### config.mk
export PLATFORM = sky130hd
export DESIGN_NAME = flash_cmd_if
export DESIGN_NICKNAME = d
export VERILOG_FILES = /design/src/rtl/flash_cmd_pkg.sv /design/src/rtl/fcmd_sync.sv /design/src/rtl/fcmd_wr_capture.sv /design/src/rtl/fcmd_decoder.sv /design/src/rtl/fcmd_read_path.sv /design/src/rtl/flash_cmd_if.sv
export SDC_FILE = /design/constraint.sdc
export NUM_CORES = 1
export LEC_CHECK = 0
export BUFFER_PORTS_ARGS = -buffer_cell sky130_fd_sc_hd__buf_2
export CAP_MARGIN = 20
export CORE_MARGIN = 10
export CORE_UTILIZATION = 55
export CTS_CLUSTER_SIZE = 24
export DETAILED_ROUTE_END_ITERATION = 6
export GPL_TIMING_DRIVEN = 0
export PLACE_DENSITY = 0.92
export REMOVE_ABC_BUFFERS = 1
export SLEW_MARGIN = 20
export SYNTH_ARGS = -nofsm -noshare
export SYNTH_HDL_FRONTEND = slang
export SYNTH_HIERARCHICAL = 1
export SYNTH_SLANG_ARGS = --single-unit
### constraint.sdc
create_clock -name clk -period 3.9 [get_ports clk]
set_input_delay 1.17 -clock clk [delete_from_list [all_inputs] [get_ports clk]]
set_output_delay 1.17 -clock clk [all_outputs]
set_load 0.05 [all_outputs]
### src/rtl/flash_cmd_pkg.sv
`timescale 1ns/1ps
package flash_cmd_pkg;

   // Decoder progress through a two-write command
   typedef enum logic [1:0] {
      CS_IDLE      = 2'd0,
      CS_PROG_ARM  = 2'd1,
      CS_ERASE_ARM = 2'd2
   } cmd_state_e;

   // Command codes, compared against the low byte of a write
   localparam logic [7:0] CODE_PROG_SETUP = 8'h40;
   localparam logic [7:0] CODE_ERASE      = 8'h20;
   localparam logic [7:0] CODE_RESET      = 8'hFF;

endpackage

### src/rtl/fcmd_sync.sv
`timescale 1ns/1ps
module fcmd_sync #(
   parameter int unsigned     WIDTH   = 1,
   parameter int unsigned     STAGES  = 2,
   parameter logic [WIDTH-1:0] RST_VAL = '0
) (
   input  logic             clk,
   input  logic             rst_n,
   input  logic [WIDTH-1:0] d,
   output logic [WIDTH-1:0] q
);

   for (genvar i = 0; i < STAGES; i++) begin : g_stage
      logic [WIDTH-1:0] r;
      if (i == 0) begin : g_first
         always_ff @(posedge clk or negedge rst_n) begin
            if (!rst_n) r <= RST_VAL;
            else        r <= d;
         end
      end else begin : g_next
         always_ff @(posedge clk or negedge rst_n) begin
            if (!rst_n) r <= RST_VAL;
            else        r <= g_stage[i-1].r;
         end
      end
   end

   assign q = g_stage[STAGES-1].r;

endmodule

### src/rtl/fcmd_wr_capture.sv
`timescale 1ns/1ps
module fcmd_wr_capture #(
   parameter int unsigned ADDR_W = 15,
   parameter int unsigned DATA_W = 8
) (
   input  logic              clk,
   input  logic              rst_n,
   input  logic              ce_s,
   input  logic              we_s,
   input  logic [ADDR_W-1:0] addr_s,
   input  logic [DATA_W-1:0] data_s,
   output logic [ADDR_W-1:0] wr_addr,
   output logic [DATA_W-1:0] wr_data,
   output logic              wr_stb
);

   logic wr_act;
   logic wr_act_q;
   logic [ADDR_W-1:0] addr_q;

   // Write window is open only while both enables are low
   assign wr_act = ~ce_s & ~we_s;

   always_ff @(posedge clk or negedge rst_n) begin
      if (!rst_n) begin
         wr_act_q <= 1'b0;
         addr_q   <= '0;
      end else begin
         wr_act_q <= wr_act;
         // window opens on the later falling enable
         if (wr_act && !wr_act_q) addr_q <= addr_s;
      end
   end

   // window closes on the earlier rising enable: data taken now
   assign wr_stb  = wr_act_q & ~wr_act;
   assign wr_data = data_s;
   assign wr_addr = addr_q;

endmodule

### src/rtl/fcmd_decoder.sv
`timescale 1ns/1ps
module fcmd_decoder
   import flash_cmd_pkg::*;
#(
   parameter int unsigned ADDR_W = 15,
   parameter int unsigned DATA_W = 8
) (
   input  logic              clk,
   input  logic              rst_n,
   input  logic              wr_stb,
   input  logic [ADDR_W-1:0] wr_addr,
   input  logic [DATA_W-1:0] wr_data,
   input  logic              seq_done,
   output logic              prog_start,
   output logic              erase_start,
   output logic              seq_abort,
   output logic [ADDR_W-1:0] seq_addr,
   output logic [DATA_W-1:0] seq_data,
   output logic              op_run
);

   cmd_state_e state_q, state_d;
   logic       run_d, prog_d, erase_d, abort_d;
   logic [7:0] code;

   assign code = wr_data[7:0];

   always_comb begin
      state_d = state_q;
      run_d   = op_run & ~seq_done;
      prog_d  = 1'b0;
      erase_d = 1'b0;
      abort_d = 1'b0;
      if (wr_stb) begin
         if (op_run) begin
            // only reset gets through while the sequencer works
            if (code == CODE_RESET) begin
               abort_d = 1'b1;
               run_d   = 1'b0;
               state_d = CS_IDLE;
            end
         end else begin
            unique case (state_q)
               CS_IDLE: begin
                  if (code == CODE_PROG_SETUP)  state_d = CS_PROG_ARM;
                  else if (code == CODE_ERASE)  state_d = CS_ERASE_ARM;
                  else                          state_d = CS_IDLE;
               end
               CS_PROG_ARM: begin
                  state_d = CS_IDLE;
                  if (code != CODE_RESET) begin
                     prog_d = 1'b1;
                     run_d  = 1'b1;
                  end
               end
               CS_ERASE_ARM: begin
                  state_d = CS_IDLE;
                  if (code == CODE_ERASE) begin
                     erase_d = 1'b1;
                     run_d   = 1'b1;
                  end
               end
               default: state_d = CS_IDLE;
            endcase
         end
      end
   end

   always_ff @(posedge clk or negedge rst_n) begin
      if (!rst_n) begin
         state_q     <= CS_IDLE;
         op_run      <= 1'b0;
         prog_start  <= 1'b0;
         erase_start <= 1'b0;
         seq_abort   <= 1'b0;
         seq_addr    <= '0;
         seq_data    <= '0;
      end else begin
         state_q     <= state_d;
         op_run      <= run_d;
         prog_start  <= prog_d;
         erase_start <= erase_d;
         seq_abort   <= abort_d;
         if (prog_d) begin
            seq_addr <= wr_addr;
            seq_data <= wr_data;
         end
      end
   end

endmodule

### src/rtl/fcmd_read_path.sv
`timescale 1ns/1ps
module fcmd_read_path #(
   parameter int unsigned DATA_W = 8,
   parameter bit          RD_REG = 1'b1
) (
   input  logic              clk,
   input  logic              rst_n,
   input  logic              ce_s,
   input  logic              oe_s,
   input  logic              we_s,
   input  logic              op_run,
   input  logic [DATA_W-1:0] seq_status,
   input  logic [DATA_W-1:0] arr_rdata,
   output logic [DATA_W-1:0] rd_data,
   output logic              rd_oe
);

   logic [DATA_W-1:0] sel_data;
   logic              sel_oe;

   assign sel_data = op_run ? seq_status : arr_rdata;
   assign sel_oe   = ~ce_s & ~oe_s & we_s;

   if (RD_REG) begin : g_reg
      always_ff @(posedge clk or negedge rst_n) begin
         if (!rst_n) begin
            rd_data <= '0;
            rd_oe   <= 1'b0;
         end else begin
            rd_data <= sel_data;
            rd_oe   <= sel_oe;
         end
      end
   end else begin : g_comb
      assign rd_data = sel_data;
      assign rd_oe   = sel_oe;
   end

endmodule

### src/rtl/flash_cmd_if.sv
`timescale 1ns/1ps
module flash_cmd_if #(
   parameter int unsigned ADDR_W      = 15,
   parameter int unsigned DATA_W      = 8,
   parameter int unsigned SYNC_STAGES = 2,
   parameter bit          RD_REG      = 1'b1
) (
   input  logic              clk,
   input  logic              rst_n,
   input  logic              ce_n,
   input  logic              we_n,
   input  logic              oe_n,
   input  logic [ADDR_W-1:0] bus_addr,
   input  logic [DATA_W-1:0] bus_wdata,
   output logic [DATA_W-1:0] bus_rdata,
   output logic              bus_rdata_oe,
   output logic [ADDR_W-1:0] arr_addr,
   input  logic [DATA_W-1:0] arr_rdata,
   input  logic [DATA_W-1:0] seq_status,
   input  logic              seq_done,
   output logic              prog_start,
   output logic              erase_start,
   output logic              seq_abort,
   output logic [ADDR_W-1:0] seq_addr,
   output logic [DATA_W-1:0] seq_data
);

   localparam int unsigned BUS_W = ADDR_W + DATA_W;

   if (ADDR_W < 1) begin : g_bad_addr
      $error("flash_cmd_if: ADDR_W must be at least 1");
   end
   if (DATA_W < 8) begin : g_bad_data
      $error("flash_cmd_if: DATA_W must hold an 8-bit command");
   end
   if (SYNC_STAGES < 2) begin : g_bad_sync
      $error("flash_cmd_if: SYNC_STAGES must be 2 or more");
   end

   logic              ce_s, we_s, oe_s;
   logic [ADDR_W-1:0] addr_s;
   logic [DATA_W-1:0] data_s;
   logic [ADDR_W-1:0] wr_addr;
   logic [DATA_W-1:0] wr_data;
   logic              wr_stb;
   logic              op_run;

   fcmd_sync #(
      .WIDTH   (3),
      .STAGES  (SYNC_STAGES),
      .RST_VAL (3'b111)
   ) i_ctl_sync (
      .clk   (clk),
      .rst_n (rst_n),
      .d     ({ce_n, we_n, oe_n}),
      .q     ({ce_s, we_s, oe_s})
   );

   // buses ride the same depth so they stay aligned with the controls
   fcmd_sync #(
      .WIDTH   (BUS_W),
      .STAGES  (SYNC_STAGES),
      .RST_VAL ({BUS_W{1'b0}})
   ) i_bus_sync (
      .clk   (clk),
      .rst_n (rst_n),
      .d     ({bus_addr, bus_wdata}),
      .q     ({addr_s, data_s})
   );

   fcmd_wr_capture #(
      .ADDR_W (ADDR_W),
      .DATA_W (DATA_W)
   ) i_wr_capture (
      .clk     (clk),
      .rst_n   (rst_n),
      .ce_s    (ce_s),
      .we_s    (we_s),
      .addr_s  (addr_s),
      .data_s  (data_s),
      .wr_addr (wr_addr),
      .wr_data (wr_data),
      .wr_stb  (wr_stb)
   );

   fcmd_decoder #(
      .ADDR_W (ADDR_W),
      .DATA_W (DATA_W)
   ) i_decoder (
      .clk         (clk),
      .rst_n       (rst_n),
      .wr_stb      (wr_stb),
      .wr_addr     (wr_addr),
      .wr_data     (wr_data),
      .seq_done    (seq_done),
      .prog_start  (prog_start),
      .erase_start (erase_start),
      .seq_abort   (seq_abort),
      .seq_addr    (seq_addr),
      .seq_data    (seq_data),
      .op_run      (op_run)
   );

   fcmd_read_path #(
      .DATA_W (DATA_W),
      .RD_REG (RD_REG)
   ) i_read_path (
      .clk        (clk),
      .rst_n      (rst_n),
      .ce_s       (ce_s),
      .oe_s       (oe_s),
      .we_s       (we_s),
      .op_run     (op_run),
      .seq_status (seq_status),
      .arr_rdata  (arr_rdata),
      .rd_data    (bus_rdata),
      .rd_oe      (bus_rdata_oe)
   );

   assign arr_addr = addr_s;

endmodule

==> impl_metrics.py, run 1 <==
metrics = {
    "die": {
        "ios": 95,
        "std_cell_rows": 29,
        "fp.dieW_microns": 101,
        "dieArea_sq_um": 10100,
        "initial_core_util_pct": 56.5,
        "coreArea_sq_um": 6310,
        "die_h_microns": 101,
    },
    "sta": {
        "fin_skew_ps": 8.85,
        "tns_ps": 0,
        "rsz0062_at_grt": "false",
        "fin_hold_ws_ps": 351,
        "max_freq_mhz": 466,
        "max-slew-margin-rel_pct": 39.7,
        "finalSetupViolCount": 0,
        "maxSlewViolCount": 0,
        "fin_crit_ps": 2150,
        "finalWorstSetupSlack_ps": 1750,
        "min_period_over_period_pct": 55.1,
        "hold_viol": 0,
        "worst_slew_pin_slew_ps": 900,
    },
    "cts": {
        "numCtsBuffers": 9,
        "cts_resized": 0,
        "cts_max_level": 3,
        "cts-root-buf": "clkbuf_8",
        "clkTransAtPathRegs_ps": 90,
        "cts_tree": "done",
        "postCtsSetupBuffers": 0,
        "clkSinkCount": 106,
        "cts-hold-fix-buffers": 0,
        "insertion_delay_ps": 340,
        "cts_buffer_depth": 2,
    },
    "worst_setup_path": {
        "crit_start": "i_decoder/seq_data[2]",
        "crit_path_max_incr_delay_ps": 370,
        "crit_chain": "buf_2",
        "arrival_ps": 980,
        "critPathMaxFanout": 2,
        "crit_required_ps": 2730,
        "worst_r2r_path_depth": 5,
        "cp_num_cells": 1,
        "crit_slowest_cell": "dfrtp_1",
        "cp.buffers_inverters": 1,
        "reg2reg_from": "i_ctl_sync/q[2]",
        "start_kind": "register",
        "critical_path_class": "register to primary output",
        "end_kind": "primary output",
        "cp_top_family": "flip-flops",
    },
    "logic_synthesis": {
        "post-synth-top-count-cell": "dfrtp_1",
        "async_flop_share_pct": 100,
        "yosysSeqAreaShare_pct": 74.6,
        "ys_warn_count": 6,
        "avgSynthCellArea_sq_um": 18.1,
        "synth_commonest_cells": "dfrtp_1, mux2_2, buf_4, mux2_4, dfstp_2",
        "ys_types": 27,
        "ys_ff_latch": 106,
        "synthFlopType": "dfrtp_1",
        "synth_top_area_share_pct": 70.2,
        "syn_area_sq_um": 3570,
        "synth.area.top_cells": "dfrtp_1, mux2_2, dfstp_2, mux2_4, buf_4",
        "yosys.area.top_type": "dfrtp_1",
        "syn_inst": 197,
        "synth_edf_count": 0,
    },
    "grt": {
        "gr-total-overflow": 0,
        "antenna_found_initial": 0,
        "grt_pass1_vias": 2068,
        "grt_pass1_wl_mm": 10.1,
        "grt_start_max_net_pins": 57,
        "track_usage_pct": 12.6,
    },
    "final_layout": {
        "fin_area_sq_um": 4250,
        "drive_above_1_share_pct": 55.4,
        "antenna_cells": 0,
        "syn_to_final_growth_pct": 19.2,
        "seq_area_sq_um": 2660,
        "layout.nets": 339,
        "nFillCells": 443,
        "multi_input_area_sq_um": 782,
    },
    "placement": {
        "dpl_cell_area_sq_um": 4060,
        "routabilityCongestion": 0.741,
        "port_buffers": 94,
        "dpl.hpwl_mm": 4.52,
        "dp_slack_ps": 1800,
    },
    "detailed_routing": {
        "dr_total_vias": 1871,
        "first_iter_violations": 56,
        "final_antenna_net_count": 0,
        "finalWirelength_mm": 6.14,
        "wl_per_cell_microns": 16.4,
        "avgViaCountPerCell": 5.02,
        "drc": 0,
        "firstDrtPassIters": 4,
    },
    "status": {
        "status": "complete, no violations",
    },
    "min_path": {
        "hp-start": "i_bus_sync/g_stage[0].r[1]",
        "hold_depth": 0,
        "min_path_type": "register to register",
    },
    "power": {
        "power.density_nw_per_um2": 513,
        "power_leakage_uw": 0.00215,
        "total_power_uw": 2180,
        "irDropWorstVdd_v": 0.000325,
    },
    "job": {
        "cap_viol_max_count": 0,
    },
}
==> area by class of cell <==
| cell class | count | area share (%) |
|---|---|---|
| sequential | 106 | 62.6 |
| timing repair buffer | 95 | 11.9 |
| multi-input combinational | 75 | 18.4 |
| clock inverter | 6 | 1.56 |
| tap | 77 | 2.27 |
| inverter | 4 | 0.353 |
| clock buffer | 10 | 3.00 |
==> power by group <==
part / internal, uW / total [uW] / switching (uW) / leakage [uW]
Clock: 298 / 638 / 339 / 0.0000889
Sequential: 1190 / 1230 / 43.8 / 0.00130
Combinational: 104 / 310 / 206 / 0.000762
==> placed cells by master, fill, tap and decap left out, types with 2 or more instances in the layout <==
cell	instances
buf_2	93
clkbuf_8	9
clkinvlp_4	3
dfrtp_1	100
dfstp_2	6
ha_1	3
inv_1	4
mux2_2	37
mux2_4	8
nand2_1	2
nand4_1	5
nor2_1	2
nor2b_1	2
nor4b_1	2
o221ai_1	2
==> metal layers <==
metal	part of all wire [%]	wire [microns]	GRT usage (%)	up-vias
met4	0.64	39	5.54	0
met2	52	3180	20.0	65
met5	0	0	0	-
met1	41	2500	15.3	946
met3	6.7	414	4.32	4
li1	-	-	-	856
==> registers in the layout, summed over array words and instances, names as in the netlist <==
| register | cells |
|---|---|
| i_ctl_sync/q | 3 |
| i_decoder/erase_start | 1 |
| i_read_path/rd_data | 8 |
| i_bus_sync/g_stage.r | 23 |
| i_decoder/prog_start | 1 |
| i_decoder/seq_addr | 15 |
| i_decoder/op_run | 1 |
| i_bus_sync/q | 23 |
| i_read_path/rd_oe | 1 |
| i_decoder/seq_abort | 1 |
| i_wr_capture/wr_act_q | 1 |
| i_decoder/state_q | 2 |
| i_wr_capture/wr_addr | 15 |
| i_decoder/seq_data | 8 |
| i_ctl_sync/g_stage.r | 3 |
==> final timing paths <==
path / end / slack, ps
worst max-delay path: seq_data[2] / 1750
worst min-delay path: i_bus_sync/q[1] / 350
worst max register to register: i_decoder/seq_data[2] / 1820
worst min register to register: i_bus_sync/q[1] / 350
max in group asynchronous: i_bus_sync/q[11] / 2550
min in group asynchronous: i_bus_sync/g_stage[0].r[4] / 750
==> through the flow <==
step | utilization, % | std cells
6_report | 67.3 | 373
5_1_grt | 67.3 | 373
4_1_cts | 67.3 | 373
3_5_place_dp | 64.3 | 357
3_3_place_gp | 63.7 | 356
2_1_floorplan | - | 185
==> cell families (layout without fill, tap and decap cells) <==
logic type                 count (synthesis)  after routing  share of synthesized area, %
AOI/OAI and AO/OA                          5              5                          1.44
adders and majority gates                  3              3                          1.05
buffers and inverters                     16            115                          3.47
DFF                                      106            106                          74.6
muxes                                     46             46                          15.4
and+or+nand+nor                           21             21                          4.07
==> worst register-to-register path, delay by kind of cell (launching register included) <==
family | cells | cell delay, ps
compound gates | 1 | 320
flops | 1 | 580
mux | 1 | 430
simple gates | 3 | 650
(Power assumes the default switching activity.)
==> inputs of run 2 (changes only) <==
- CORE_UTILIZATION: 55 -> 51
- PLACE_DENSITY: 0.92 -> 0.87
- clock period: 3.9 -> 2.01 ns (I/O delays scaled with it)
==> run 2 against run 1 <==
Critical path depth grew 4; register-to-register slack lost 1700 ps; clock skew grew 2.5 ps; first-iteration DRC count rose by 29%; via count shrank 0.96%; die area increased by 6.3%; cell area up 1.9%; worst hold slack lost 180 ps; combinational power up 96%; global-route usage increased by 0.36 points; total power is 100% higher; sequential share of layout area shrank 1.2 points; highest routed layer unchanged.
==> impl_metrics.py, run 2 (synthesis results as in run 1) <==
metrics = {
    "status": {
        "status": "complete, no violations",
    },
    "worst_setup_path": {
        "critical_path_class": "register to register",
        "reg2reg_from": "i_ctl_sync/q[1]",
        "reg2reg_slack_ps": 100,
        "cp.buffers_inverters": 0,
        "crit_chain": "nor2_1 -> nor2b_2 -> and2b_2 -> o211ai_4 -> mux2_1",
        "critPathMaxFanout": 12,
        "crit_required_ps": 2240,
        "cp-endpoint": "i_decoder/seq_data[2]",
        "crit_start": "i_ctl_sync/q[1]",
        "cp_num_cells": 5,
        "arrival_ps": 2150,
        "crit_slowest_cell": "dfstp_2",
        "timing.rr.end": "i_decoder/seq_data[2]",
        "crit_path_max_incr_delay_ps": 580,
        "cp_top_family": "simple AND/OR/NAND/NOR gates",
        "worst_r2r_path_depth": 5,
        "start_kind": "register",
        "end_kind": "register",
    },
    "cts": {
        "clkSinkCount": 106,
        "clkTransAtPathRegs_ps": 90,
        "cts_tree": "done",
        "insertion_delay_ps": 350,
        "numCtsBuffers": 9,
        "postCtsSetupBuffers": 0,
        "cts-root-buf": "clkbuf_8",
        "cts-hold-fix-buffers": 0,
        "cts_resized": 2,
        "cts_buffer_depth": 2,
        "cts_max_level": 3,
    },
    "die": {
        "ios": 95,
        "coreArea_sq_um": 6790,
        "std_cell_rows": 30,
        "fp.dieW_microns": 104,
        "initial_core_util_pct": 52.5,
        "dieArea_sq_um": 10700,
        "die_h_microns": 104,
    },
    "final_layout": {
        "drive_above_1_share_pct": 55.9,
        "antenna_cells": 0,
        "fin_area_sq_um": 4330,
        "syn_to_final_growth_pct": 21.5,
        "nFillCells": 511,
        "layout.nets": 340,
        "layout_commonest_cell": "dfrtp_1",
        "final_util_pct": 63.8,
        "final_cell_mix": "dfrtp_1, buf_2, mux2_2",
    },
    "sta": {
        "worst_slew_pin_slew_ps": 805,
        "fin_skew_ps": 11.3,
        "fin_crit_ps": 1910,
        "maxSlewViolCount": 0,
        "min_period_over_period_pct": 95.1,
        "hold_viol": 0,
        "rsz0062_at_grt": "false",
        "fin_hold_ws_ps": 167,
        "finalSetupViolCount": 0,
        "max-slew-margin-rel_pct": 46.2,
        "max_freq_mhz": 523,
        "tns_ps": 0,
    },
    "placement": {
        "port_buffers": 94,
        "dpl_cell_area_sq_um": 4080,
        "routabilityCongestion": 0.710,
        "dpl.hpwl_mm": 4.72,
    },
    "grt": {
        "grt_start_max_net_pins": 62,
        "grt_pass1_vias": 2176,
        "gr-total-overflow": 0,
        "grt_pass1_wl_mm": 11.2,
        "antenna_found_initial": 0,
        "track_usage_pct": 13.0,
    },
    "detailed_routing": {
        "firstDrtPassIters": 4,
        "wl_per_cell_microns": 17.2,
        "finalWirelength_mm": 6.76,
        "drc": 0,
        "first_iter_violations": 72,
        "final_antenna_net_count": 0,
        "avgViaCountPerCell": 4.72,
        "dr_total_vias": 1853,
    },
    "job": {
        "cap_viol_max_count": 0,
    },
    "power": {
        "power.density_nw_per_um2": 1020,
        "p_comb_share_pct": 13.7,
        "intPower_uw": 3280,
        "sw_frac_of_total_pct": 26.1,
        "power_leakage_uw": 0.00219,
        "irDropWorstVdd_v": 0.000571,
        "p_clk_share_pct": 32.4,
        "p_sw_uw": 1160,
        "p_seq_share_pct": 53.9,
    },
    "min_path": {
        "min_path_type": "input pin to asynchronous set/reset pin",
    },
}
==> run 2: changes by cell type in the layout (fill, tap and decap cells not counted) <==
cell,change
clkbuf_8,+2
nor2b_1,-1
bufinv_16,+1
nor2b_2,+1
clkinvlp_4,-3
o211ai_4,+1
==> run 2: worst min path at each step <==
stage | startpoint | endpoint | slack (ps)
2_1_floorplan | rst_n | i_bus_sync/g_stage[0].r[0] | 310
3_3_place_gp | i_bus_sync/g_stage[0].r[16] | i_bus_sync/q[16] | 330
3_5_place_dp | i_bus_sync/g_stage[0].r[10] | i_bus_sync/q[10] | 330
4_1_cts | rst_n | i_bus_sync/g_stage[0].r[4] | 160
5_1_grt | rst_n | i_bus_sync/q[5] | 160
6_report | rst_n | i_bus_sync/g_stage[0].r[4] | 170
==> run 2: layout make-up <==
cell class	count	area, sq um	share of cell area [%]
Timing Repair Buffer	95	504	11.6
Inverter	4	15.0	0.346
Multi-Input combinational cell	76	806	18.6
Tap cell	96	120	2.77
Clock buffer	12	155	3.58
Clock inverter	4	73.8	1.70
Sequential cell	106	2660	61.4
==> run 2: power by group through the flow <==
stage / combinational [uW] / sequential [uW] / clock (uW)
global route: 648 / 2420 / 1580
CTS: 620 / 2400 / 1480
finish: 607 / 2390 / 1440
global placement: 593 / 2420 / 0
floorplan: 145 / 2680 / 0
detailed placement: 614 / 2440 / 0
==> run 2: layer usage <==
layer	global-route usage (%)	wire length, microns
met5	0	0
met2	21.1	3360
met1	15.3	2910
met3	4.28	420
met4	5.95	72
==> run 2: stage by stage <==
| stage | worst slack (ps) | total power [uW] | cells |
|---|---|---|---|
| 2_1_floorplan | 266 | 2830 | 185 |
| 5_1_grt | 14.1 | 4640 | 393 |
| 6_report | 98.0 | 4440 | 393 |
| 3_5_place_dp | -112 | 3050 | 376 |
| 3_3_place_gp | -682 | 3020 | 375 |
| 4_1_cts | 84.9 | 4490 | 393 |
